$ cat src/rtl/pe_gate_pkg.sv
// Shared types for the program/erase command gate.
// Assumes a two-bit request code supplied by an upstream decoder.
package pe_gate_pkg;

    // Request codes; the encoding is fixed at the gate's input.
    typedef enum logic [1:0] {
        CMD_PROGRAM = 2'b00,
        CMD_ERASE   = 2'b01,
        CMD_SUSPEND = 2'b10,
        CMD_RESUME  = 2'b11
    } cmd_kind_e;

    // Operation tracking state.
    typedef enum logic [1:0] {
        ST_IDLE = 2'b00,
        ST_RUN  = 2'b01,
        ST_SUSP = 2'b10
    } op_state_e;

    // True for the two request kinds that modify the array.
    function automatic logic is_modify(input cmd_kind_e k);
        return (k == CMD_PROGRAM) || (k == CMD_ERASE);
    endfunction

endpackage

$ cat src/rtl/pe_protect_eval.sv
// Combinational permission check for a program/erase target block.
// Decides whether the addressed block may be modified, using its range,
// its lock bit and the hardware write-protect pin.
// Assumes the top block (index NUM_BLOCKS-1) is outside hardware protection.
module pe_protect_eval #(
    parameter int NUM_BLOCKS = 50,
    parameter int BLK_W      = $clog2(NUM_BLOCKS)
) (
    input  logic [BLK_W-1:0]      blk,
    input  logic                  wp_n,
    input  logic [NUM_BLOCKS-1:0] lock_bits,
    output logic                  blk_ok
);

    localparam int TOP_IDX = NUM_BLOCKS - 1;

    logic [NUM_BLOCKS-1:0] lock_hit;
    logic                  in_range;
    logic                  is_top;
    logic                  locked;
    logic                  hw_blocked;

    // One decoder slice per block: selects that block's lock bit.
    for (genvar gi = 0; gi < NUM_BLOCKS; gi++) begin : g_lock_sel
        assign lock_hit[gi] = (blk == BLK_W'(gi)) && lock_bits[gi];
    end

    // Range, top-block and protection terms combined into one verdict.
    always_comb begin
        in_range   = (int'(blk) < NUM_BLOCKS);
        is_top     = (int'(blk) == TOP_IDX);
        locked     = |lock_hit;
        hw_blocked = !is_top && !wp_n;
        blk_ok     = in_range && !locked && !hw_blocked;
    end

endmodule

$ cat src/rtl/pe_supply_track.sv
// Tracks the supply-lockout flag and produces a one-cycle request to
// return the command interpreter to read mode when the supply becomes valid.
// Assumes supply_low is already synchronised to clk.
module pe_supply_track (
    input  logic clk,
    input  logic rst_n,
    input  logic supply_low,
    output logic force_read
);

    logic low_q;

    // Remember last sampled lockout level; pulse on its release.
    always_ff @(posedge clk) begin
        if (!rst_n) begin
            low_q      <= 1'b0;
            force_read <= 1'b0;
        end else begin
            low_q      <= supply_low;
            force_read <= low_q && !supply_low;
        end
    end

endmodule

$ cat src/rtl/pe_op_fsm.sv
// Operation tracker and request arbiter for the command gate.
// Holds idle / running / suspended state, answers each request with an
// accept or ignored pulse, drives ready/busy, raises abort on lockout and
// latches the write-protect level for an accepted operation.
// Assumes ctl_finish is only pulsed while an operation runs.
module pe_op_fsm
    import pe_gate_pkg::*;
(
    input  logic      clk,
    input  logic      rst_n,
    input  logic      cmd_valid,
    input  cmd_kind_e cmd_kind,
    input  logic      target_ok,
    input  logic      wp_n,
    input  logic      ctl_finish,
    input  logic      lockout,
    output logic      cmd_accept,
    output logic      cmd_ignored,
    output logic      abort_req,
    output logic      ready_busy,
    output logic      op_wp_n
);

    op_state_e state_q;
    op_state_e state_d;
    logic      take;
    logic      take_modify;

    // Next-state and acceptance decision; lockout has top priority.
    always_comb begin
        state_d     = state_q;
        take        = 1'b0;
        take_modify = 1'b0;
        if (lockout) begin
            state_d = ST_IDLE;
        end else begin
            if (ctl_finish && state_q == ST_RUN) begin
                state_d = ST_IDLE;
            end
            if (cmd_valid) begin
                unique case (cmd_kind)
                    CMD_PROGRAM, CMD_ERASE: begin
                        if (state_q == ST_IDLE && target_ok) begin
                            take        = 1'b1;
                            take_modify = 1'b1;
                            state_d     = ST_RUN;
                        end
                    end
                    CMD_SUSPEND: begin
                        if (state_q == ST_RUN && !ctl_finish) begin
                            take    = 1'b1;
                            state_d = ST_SUSP;
                        end
                    end
                    CMD_RESUME: begin
                        if (state_q == ST_SUSP) begin
                            take    = 1'b1;
                            state_d = ST_RUN;
                        end
                    end
                    default: take = 1'b0;
                endcase
            end
        end
    end

    // State register and registered outputs.
    always_ff @(posedge clk) begin
        if (!rst_n) begin
            state_q     <= ST_IDLE;
            cmd_accept  <= 1'b0;
            cmd_ignored <= 1'b0;
            abort_req   <= 1'b0;
            ready_busy  <= 1'b1;
            op_wp_n     <= 1'b1;
        end else begin
            state_q     <= state_d;
            cmd_accept  <= cmd_valid && take;
            cmd_ignored <= cmd_valid && !take;
            abort_req   <= lockout && (state_q != ST_IDLE);
            ready_busy  <= (state_d != ST_RUN);
            if (take_modify) begin
                op_wp_n <= wp_n;
            end
        end
    end

endmodule

$ cat src/rtl/pe_cmd_gate.sv
// Program/erase command gate, top level.
// Combines the block permission check, the operation tracker and the
// supply-lockout tracker. All outputs are registered; a request seen at an
// edge is answered after that edge.
// Assumes all inputs are synchronous to clk.
module pe_cmd_gate
    import pe_gate_pkg::*;
#(
    parameter int NUM_BLOCKS = 50,
    parameter int BLK_W      = $clog2(NUM_BLOCKS)
) (
    input  logic                  clk,
    input  logic                  rst_n,
    input  logic                  cmd_valid,
    input  logic [1:0]            cmd_kind,
    input  logic [BLK_W-1:0]      cmd_block,
    input  logic                  wp_n,
    input  logic [NUM_BLOCKS-1:0] lock_bits,
    input  logic                  ctl_finish,
    input  logic                  supply_low,
    output logic                  cmd_accept,
    output logic                  cmd_ignored,
    output logic                  abort_req,
    output logic                  ready_busy,
    output logic                  op_wp_n,
    output logic                  force_read
);

    logic      target_ok;
    cmd_kind_e kind;

    // Request code viewed as the shared enum.
    assign kind = cmd_kind_e'(cmd_kind);

    pe_protect_eval #(
        .NUM_BLOCKS(NUM_BLOCKS),
        .BLK_W     (BLK_W)
    ) u_protect (
        .blk      (cmd_block),
        .wp_n     (wp_n),
        .lock_bits(lock_bits),
        .blk_ok   (target_ok)
    );

    pe_op_fsm u_fsm (
        .clk        (clk),
        .rst_n      (rst_n),
        .cmd_valid  (cmd_valid),
        .cmd_kind   (kind),
        .target_ok  (target_ok),
        .wp_n       (wp_n),
        .ctl_finish (ctl_finish),
        .lockout    (supply_low),
        .cmd_accept (cmd_accept),
        .cmd_ignored(cmd_ignored),
        .abort_req  (abort_req),
        .ready_busy (ready_busy),
        .op_wp_n    (op_wp_n)
    );

    pe_supply_track u_supply (
        .clk       (clk),
        .rst_n     (rst_n),
        .supply_low(supply_low),
        .force_read(force_read)
    );

endmodule

$ cat config.mk
export PLATFORM = sky130hd
export DESIGN_NAME = pe_cmd_gate
export DESIGN_NICKNAME = d
export VERILOG_FILES = /design/src/rtl/pe_gate_pkg.sv /design/src/rtl/pe_protect_eval.sv /design/src/rtl/pe_supply_track.sv /design/src/rtl/pe_op_fsm.sv /design/src/rtl/pe_cmd_gate.sv
export SDC_FILE = /design/constraint.sdc
export NUM_CORES = 1
export LEC_CHECK = 0
export BUFFER_PORTS_ARGS = -buffer_cell sky130_fd_sc_hd__buf_4
export CORE_UTILIZATION = 45
export CTS_CLUSTER_DIAMETER = 30
export DETAILED_ROUTE_END_ITERATION = 12
export GPL_TIMING_DRIVEN = 0
export PLACE_DENSITY = 0.86
export SLEW_MARGIN = 5
export SYNTH_ARGS = -nofsm -noshare
export SYNTH_HDL_FRONTEND = slang
export SYNTH_SLANG_ARGS = --single-unit
$ cat constraint.sdc
create_clock -name clk -period 5.42 [get_ports clk]
set_input_delay 1.355 -clock clk [delete_from_list [all_inputs] [get_ports clk]]
set_output_delay 1.355 -clock clk [all_outputs]
set_load 0.05 [all_outputs]
======== Word level (Yosys, flattened, before mapping) ========
Cells that the tools add are included.
word-level totals
  register bits ........................... 9
  bits of input ports ..................... 64
  output and inout bits ................... 6
  logic and storage cells ................. 154
operators by class
  magnitude comparators ................... 1
  eq/ne operators ......................... 56
  muxes and demuxes ....................... 16
  reduce and logical (&&, ||, !) cells .... 73
operator list
  cell                                               number
  == test 6 bit, second input constant               18
  == test 6 x 5 -> 1 bit, second input constant      17
  logical AND 1 bit                                  60
  OR reduction 50 bit                                1
  == test 6 x 4 -> 1 bit, second input constant      8
  == test 6 x 3 -> 1 bit, second input constant      4
  == test 6 x 2 -> 1 bit, second input constant      2
  2-to-1 mux 2 bit                                   6
  2-to-1 mux 1 bit                                   8
  zero test 1 bit                                    7
  == test 2 bit, second input constant               3
  == test 6 x 1 -> 1 bit, second input constant      1
  zero test 6 bit                                    1
  less-than comparator 6 bit, second input constant  1
  case mux 2 bit (3 select lines)                    1
  == test 2 x 1 -> 1 bit, second input constant      2
  zero test 2 bit                                    2
  case mux 1 bit (3 select lines)                    1
  != test 2 x 1 -> 1 bit, second input constant      1
  nonzero test 2 bit                                 1
  OR reduction 2 bit                                 1

======== Logic depth before layout (Yosys ltp) ========
  depth in word-level cells ............... 13
  gate-level depth with buffers ........... 8
  gate-level depth less buffers ........... 6

======== Hierarchy ========
Synthesis repeated with hierarchy kept, for this count alone.
unflattened totals
  cells, all modules ...................... 118
  area, all modules ....................... 1021.0 sq um
modules (own cells, without submodules)
  module           instances  cells an instance  area an instance (sq um)  seq. area each (sq um)
  pe_protect_eval  1          78                 625.6                     0.0
  pe_op_fsm        1          36                 339.1                     140.1
  pe_supply_track  1          4                  56.3                      40.0

======== Least setup slack after synthesis ========
OpenSTA, ideal clock, no wires.
  kind .................................... input to register
  start point ............................. input port cmd_block[1]
  end point ............................... register u_fsm.op_wp_n
  data arrival time ....................... 2715 ps
  required time ........................... 5348 ps
  setup slack ............................. 2634 ps
  cell stages on the path ................. 7
  path buffers ............................ 1
  cell sequence ........................... buf_2 -> mux2i_1 -> o22ai_1 -> a211oi_1 -> a41oi_2 -> a211oi_2 -> mux2i_1
on the way
  cells in the longest elaborated chain, start to end .. 11
  elaborated cells on any way between the ends .. 114
  classes of those cells .................. order compare: 1; eq/ne: 50; mux: 4; reduce/logical: 59
ends and longest elaborated chain
  item                                            line                   source
  start, declared                                 pe_cmd_gate.sv:16      input logic [BLK_W-1:0] cmd_block,
  == test 6 x 1 -> 1 bit (tied with other cells)  pe_protect_eval.sv:25  assign lock_hit[gi] = (blk == BLK_W'(gi)) && lock_bits[gi];
  logical AND 1 bit                               pe_protect_eval.sv:25
  OR reduction 50 bit                             pe_protect_eval.sv:32  locked = |lock_hit;
  zero test 1 bit                                 pe_protect_eval.sv:34  blk_ok = in_range && !locked && !hw_blocked;
  logical AND 1 bit                               pe_protect_eval.sv:34
  logical AND 1 bit *                             pe_protect_eval.sv:34
  logical AND 1 bit *                             pe_op_fsm.sv:43        if (state_q == ST_IDLE && target_ok) begin
  2-to-1 mux 1 bit *                              pe_op_fsm.sv:43
  2-to-1 mux 1 bit *                              pe_op_fsm.sv:41        unique case (cmd_kind)
  2-to-1 mux 1 bit *                              pe_op_fsm.sv:40        if (cmd_valid) begin
  2-to-1 mux 1 bit *                              pe_op_fsm.sv:34        if (lockout) begin
  end signal, assigned                            pe_op_fsm.sv:83        op_wp_n <= wp_n;
  end, declared                                   pe_op_fsm.sv:21        output logic op_wp_n
Mark *: on every way between the ends. The rest lies on a longest branch, timed or not.
A chain may end at the register's enable or synchronous reset.

======== Worst setup path in the final report ========
  start point ............................. input port cmd_block[1]
  end point ............................... register u_fsm.ready_busy
on the way
  cells in the longest elaborated chain, start to end .. 12
  elaborated cells on any way between the ends .. 115
  classes of those cells .................. order compare: 1; eq/ne: 51; mux: 4; reduce/logical: 59
ends and longest elaborated chain
  item                                            line                   source
  == test 6 x 1 -> 1 bit (tied with other cells)  pe_protect_eval.sv:25
  logical AND 1 bit                               pe_protect_eval.sv:25
  OR reduction 50 bit                             pe_protect_eval.sv:32
  zero test 1 bit                                 pe_protect_eval.sv:34
  logical AND 1 bit                               pe_protect_eval.sv:34
  logical AND 1 bit *                             pe_protect_eval.sv:34
  logical AND 1 bit *                             pe_op_fsm.sv:43
  2-to-1 mux 2 bit *                              pe_op_fsm.sv:43
  case mux 2 bit (3 select lines) *               pe_op_fsm.sv:41
  2-to-1 mux 2 bit *                              pe_op_fsm.sv:40
  2-to-1 mux 2 bit *                              pe_op_fsm.sv:34
  != test 2 x 1 -> 1 bit *                        pe_op_fsm.sv:81        ready_busy <= (state_d != ST_RUN);
  end signal, assigned                            pe_op_fsm.sv:81
  end, declared                                   pe_op_fsm.sv:20        output logic ready_busy,
Marks and branches as above.

==> impl_metrics.py <==
metrics = {
    "routing": {
        "firstDrtPassIters": 4,
        "drc_errors": 0,
        "met3_length_microns": 198,
        "drtIter0Drc": 40,
        "wl_met2_microns": 1720,
        "drt-met1-wl_microns": 1370,
        "ant_nets": 0,
        "wl_per_cell_microns": 15.1,
        "via_count": 1281,
        "drt-total-wl_microns": 3370,
        "topRoutingLayerUsed": "met4",
        "viasPerCell": 5.72,
    },
    "sta": {
        "fin_worst_skew_ns": 0.00590,
        "finalSetupViolCount": 0,
        "period_minus_slack_ns": 2.97,
        "post-route-period-util": 0.548,
        "hold_viol": 0,
        "holdWs_ns": 0.439,
        "tns_ns": 0,
        "max_freq_mhz": 337,
        "rsz0062_at_grt": "no",
        "drv_slew": 0,
        "timing.slew.headroom": 0.681,
        "worst_slack_ns": 2.45,
        "tightest_slew_ns": 0.478,
    },
    "power": {
        "p_seq_frac": 0.319,
        "p_comb_frac": 0.449,
        "power_density_mw_per_mm2": 136,
        "p_int_mw": 0.151,
        "ir_drop_mv": 0.163,
        "p_sw_mw": 0.0663,
        "swShare": 0.306,
        "clockPowerShare": 0.231,
        "leakage_nw": 0.763,
        "p_total_mw": 0.217,
    },
    "floorplanning": {
        "die_x_microns": 49.7,
        "die_h_microns": 49.7,
        "ios": 70,
        "start_util": 0.501,
        "rows": 16,
        "coreArea_sq_mm": 0.00204,
        "dieArea_sq_mm": 0.00247,
    },
    "synth": {
        "synth_top_family_by_area": "compound AO/OA/AOI/OAI gates",
        "yosysTopAreaCellShare": 0.176,
        "ys_types": 48,
        "yosysSeqAreaShare": 0.176,
        "synth-edff-count": 0,
        "netlist_instances": 125,
        "yosysWarnings": 0,
        "syn_nets": 189,
        "synth_seq_cells": 9,
        "synthArstFlopShare": 0,
        "synth-xor-area-share": 0,
        "synth.area.mux_share": 0.185,
        "synth_compound_area_frac": 0.311,
        "synth_fa_ha_area_frac": 0,
        "ys.flop_type": "dfxtp_1",
        "yosys.area.top_type": "dfxtp_1",
        "netlist_area_sq_mm": 0.00102,
        "synthSimpleGateAreaFrac": 0.241,
        "synth_area_leaders": "dfxtp_1 18%, mux2i_1 14%, nor2_1 5.1%",
        "avgSynthCellArea_sq_um": 8.19,
    },
    "clock_network": {
        "clock_sinks": 9,
        "cts_tree": "built",
        "clockBufferDepth": 2,
        "path_clk_slew_ns": 0.06,
        "cts_resized": 0,
        "cts-root-buf": "clkbuf_4",
        "hold_buffers": 0,
        "clock_latency_ns": 0.26,
        "htreeDepth": 1,
        "postCtsSetupBuffers": 0,
        "cts_made_buffers": 3,
    },
    "setup_path": {
        "cp_data_required_time_ns": 5.55,
        "cp_max_fo": 10,
        "critical_path_arrival_ns": 3.11,
        "path_class": "in -> reg",
        "worstSetupEndpointType": "flip-flop",
        "start_kind": "input pin",
    },
    "global_route": {
        "grt_max_degree": 11,
        "antenna_found_initial": 0,
        "grt_pass1_wl_microns": 5440,
        "grt_overflow": 0,
        "track_usage": 0.286,
        "grt_pass1_vias": 1258,
    },
    "place": {
        "io_buffers": 68,
        "placed_area_sq_mm": 0.00157,
        "numPlacedInstances": 220,
        "dp_hpwl_microns": 2750,
        "dp_worst_setup_slack_ns": 2.19,
        "place.gp.congestion": 0.843,
    },
    "finish": {
        "final_nets": 262,
        "fillers": 162,
        "final_cells": 224,
        "utilization": 0.781,
        "drive_above_1_share": 0.442,
        "area_growth_pct": 55.7,
        "diodes": 0,
        "design_area_sq_mm": 0.00159,
    },
    "min_path": {
        "hold_path_class": "reg -> reg",
    },
    "flow_run": {
        "max-cap-violations": 0,
    },
    "outcome": {
        "status": "finished clean",
    },
}
==> per-layer routing <==
layer	GRT usage	vias up
met5	0	-
met4	0.119	0
met3	0.0463	12
met2	0.527	59
met1	0.319	592
li1	-	618
==> power by group through the flow <==
stage,Combinational [mW],Clock [mW],Sequential (mW)
2_1_floorplan,0.0429,0,0.0754
3_3_place_gp,0.0936,0,0.0706
3_5_place_dp,0.0964,0,0.0706
4_1_cts,0.0967,0.0525,0.0692
5_1_grt,0.104,0.0578,0.0693
6_report,0.0975,0.0501,0.0693
==> cells in the final DEF, fill, tap and decap left out, types with 2 or more instances in the layout <==
cell,count
buf_2,3
buf_4,68
a211oi_2,2
nand3_1,3
a211oi_1,2
dfxtp_1,9
clkbuf_1,2
nand3b_1,2
o21ai_0,5
o31ai_1,2
mux2_1,2
o211ai_1,2
nand4_1,2
mux2i_1,14
a21o_1,4
or3b_1,2
a41oi_2,2
buf_6,4
inv_1,7
nor3b_1,3
nand2b_1,2
nor2_1,14
o22ai_1,2
nand2_1,9
nor2b_1,3
clkbuf_4,3
==> cells in the mapped netlist, types with 2 or more instances <==
master,number
o21ai_0,5
mux2_1,2
a41oi_2,2
mux2i_1,14
dfxtp_1,9
nor2_1,14
buf_2,3
o31ai_1,2
a211oi_1,2
a211oi_2,2
nand4_1,2
or3b_1,2
o211ai_1,2
nand3_1,3
a21o_1,4
nor2b_1,3
nand2b_1,2
nand3b_1,2
o22ai_1,2
buf_6,4
nand2_1,9
nor3b_1,3
inv_1,7
==> worst max-delay path, stage by stage <==
cell and delay [ns]:
buf_4 0.10, buf_2 0.27, mux2i_1 0.23, o22ai_1 0.10
a211oi_1 0.36, a41oi_2 0.20, a211oi_2 0.35, o211ai_1 0.14
==> final cells by class <==
| class | instances | area (sq um) | share of cell area |
|---|---|---|---|
| well taps | 27 | 33.8 | 0.0212 |
| clock buffers | 4 | 26.3 | 0.0165 |
| plain buffers | 8 | 63.8 | 0.0400 |
| repair buffers | 68 | 510 | 0.320 |
| multi-input cells | 101 | 753 | 0.473 |
| inverters | 7 | 26.3 | 0.0165 |
| flip-flops and latches | 9 | 180 | 0.113 |
==> cell families after synthesis <==
| kind of cell | Yosys count |
|---|---|
| and+or+nand+nor | 46 |
| AOI/OAI and AO/OA | 37 |
| buffers and inverters | 15 |
| DFF | 9 |
| muxes | 18 |
==> state kept, by name, summed over array words and instances (netlist names) <==
name	flops
u_fsm.op_wp_n	1
u_fsm.cmd_accept	1
u_supply.low_q	1
u_fsm.state_q	2
u_fsm.cmd_ignored	1
u_fsm.ready_busy	1
u_fsm.abort_req	1
u_supply.force_read	1
==> path summary, 6_finish.rpt <==
check	startpoint	to	slack, ns	depth (start not counted)
setup / recovery	cmd_block[1]	u_fsm.ready_busy	2.45	8
hold / removal	u_supply.low_q	u_supply.force_read	0.44	2
setup reg to reg	u_fsm.state_q[1]	u_fsm.op_wp_n	3.77	6
hold reg to reg	u_supply.low_q	u_supply.force_read	0.44	2
Power figures use the tool's default switching activity.
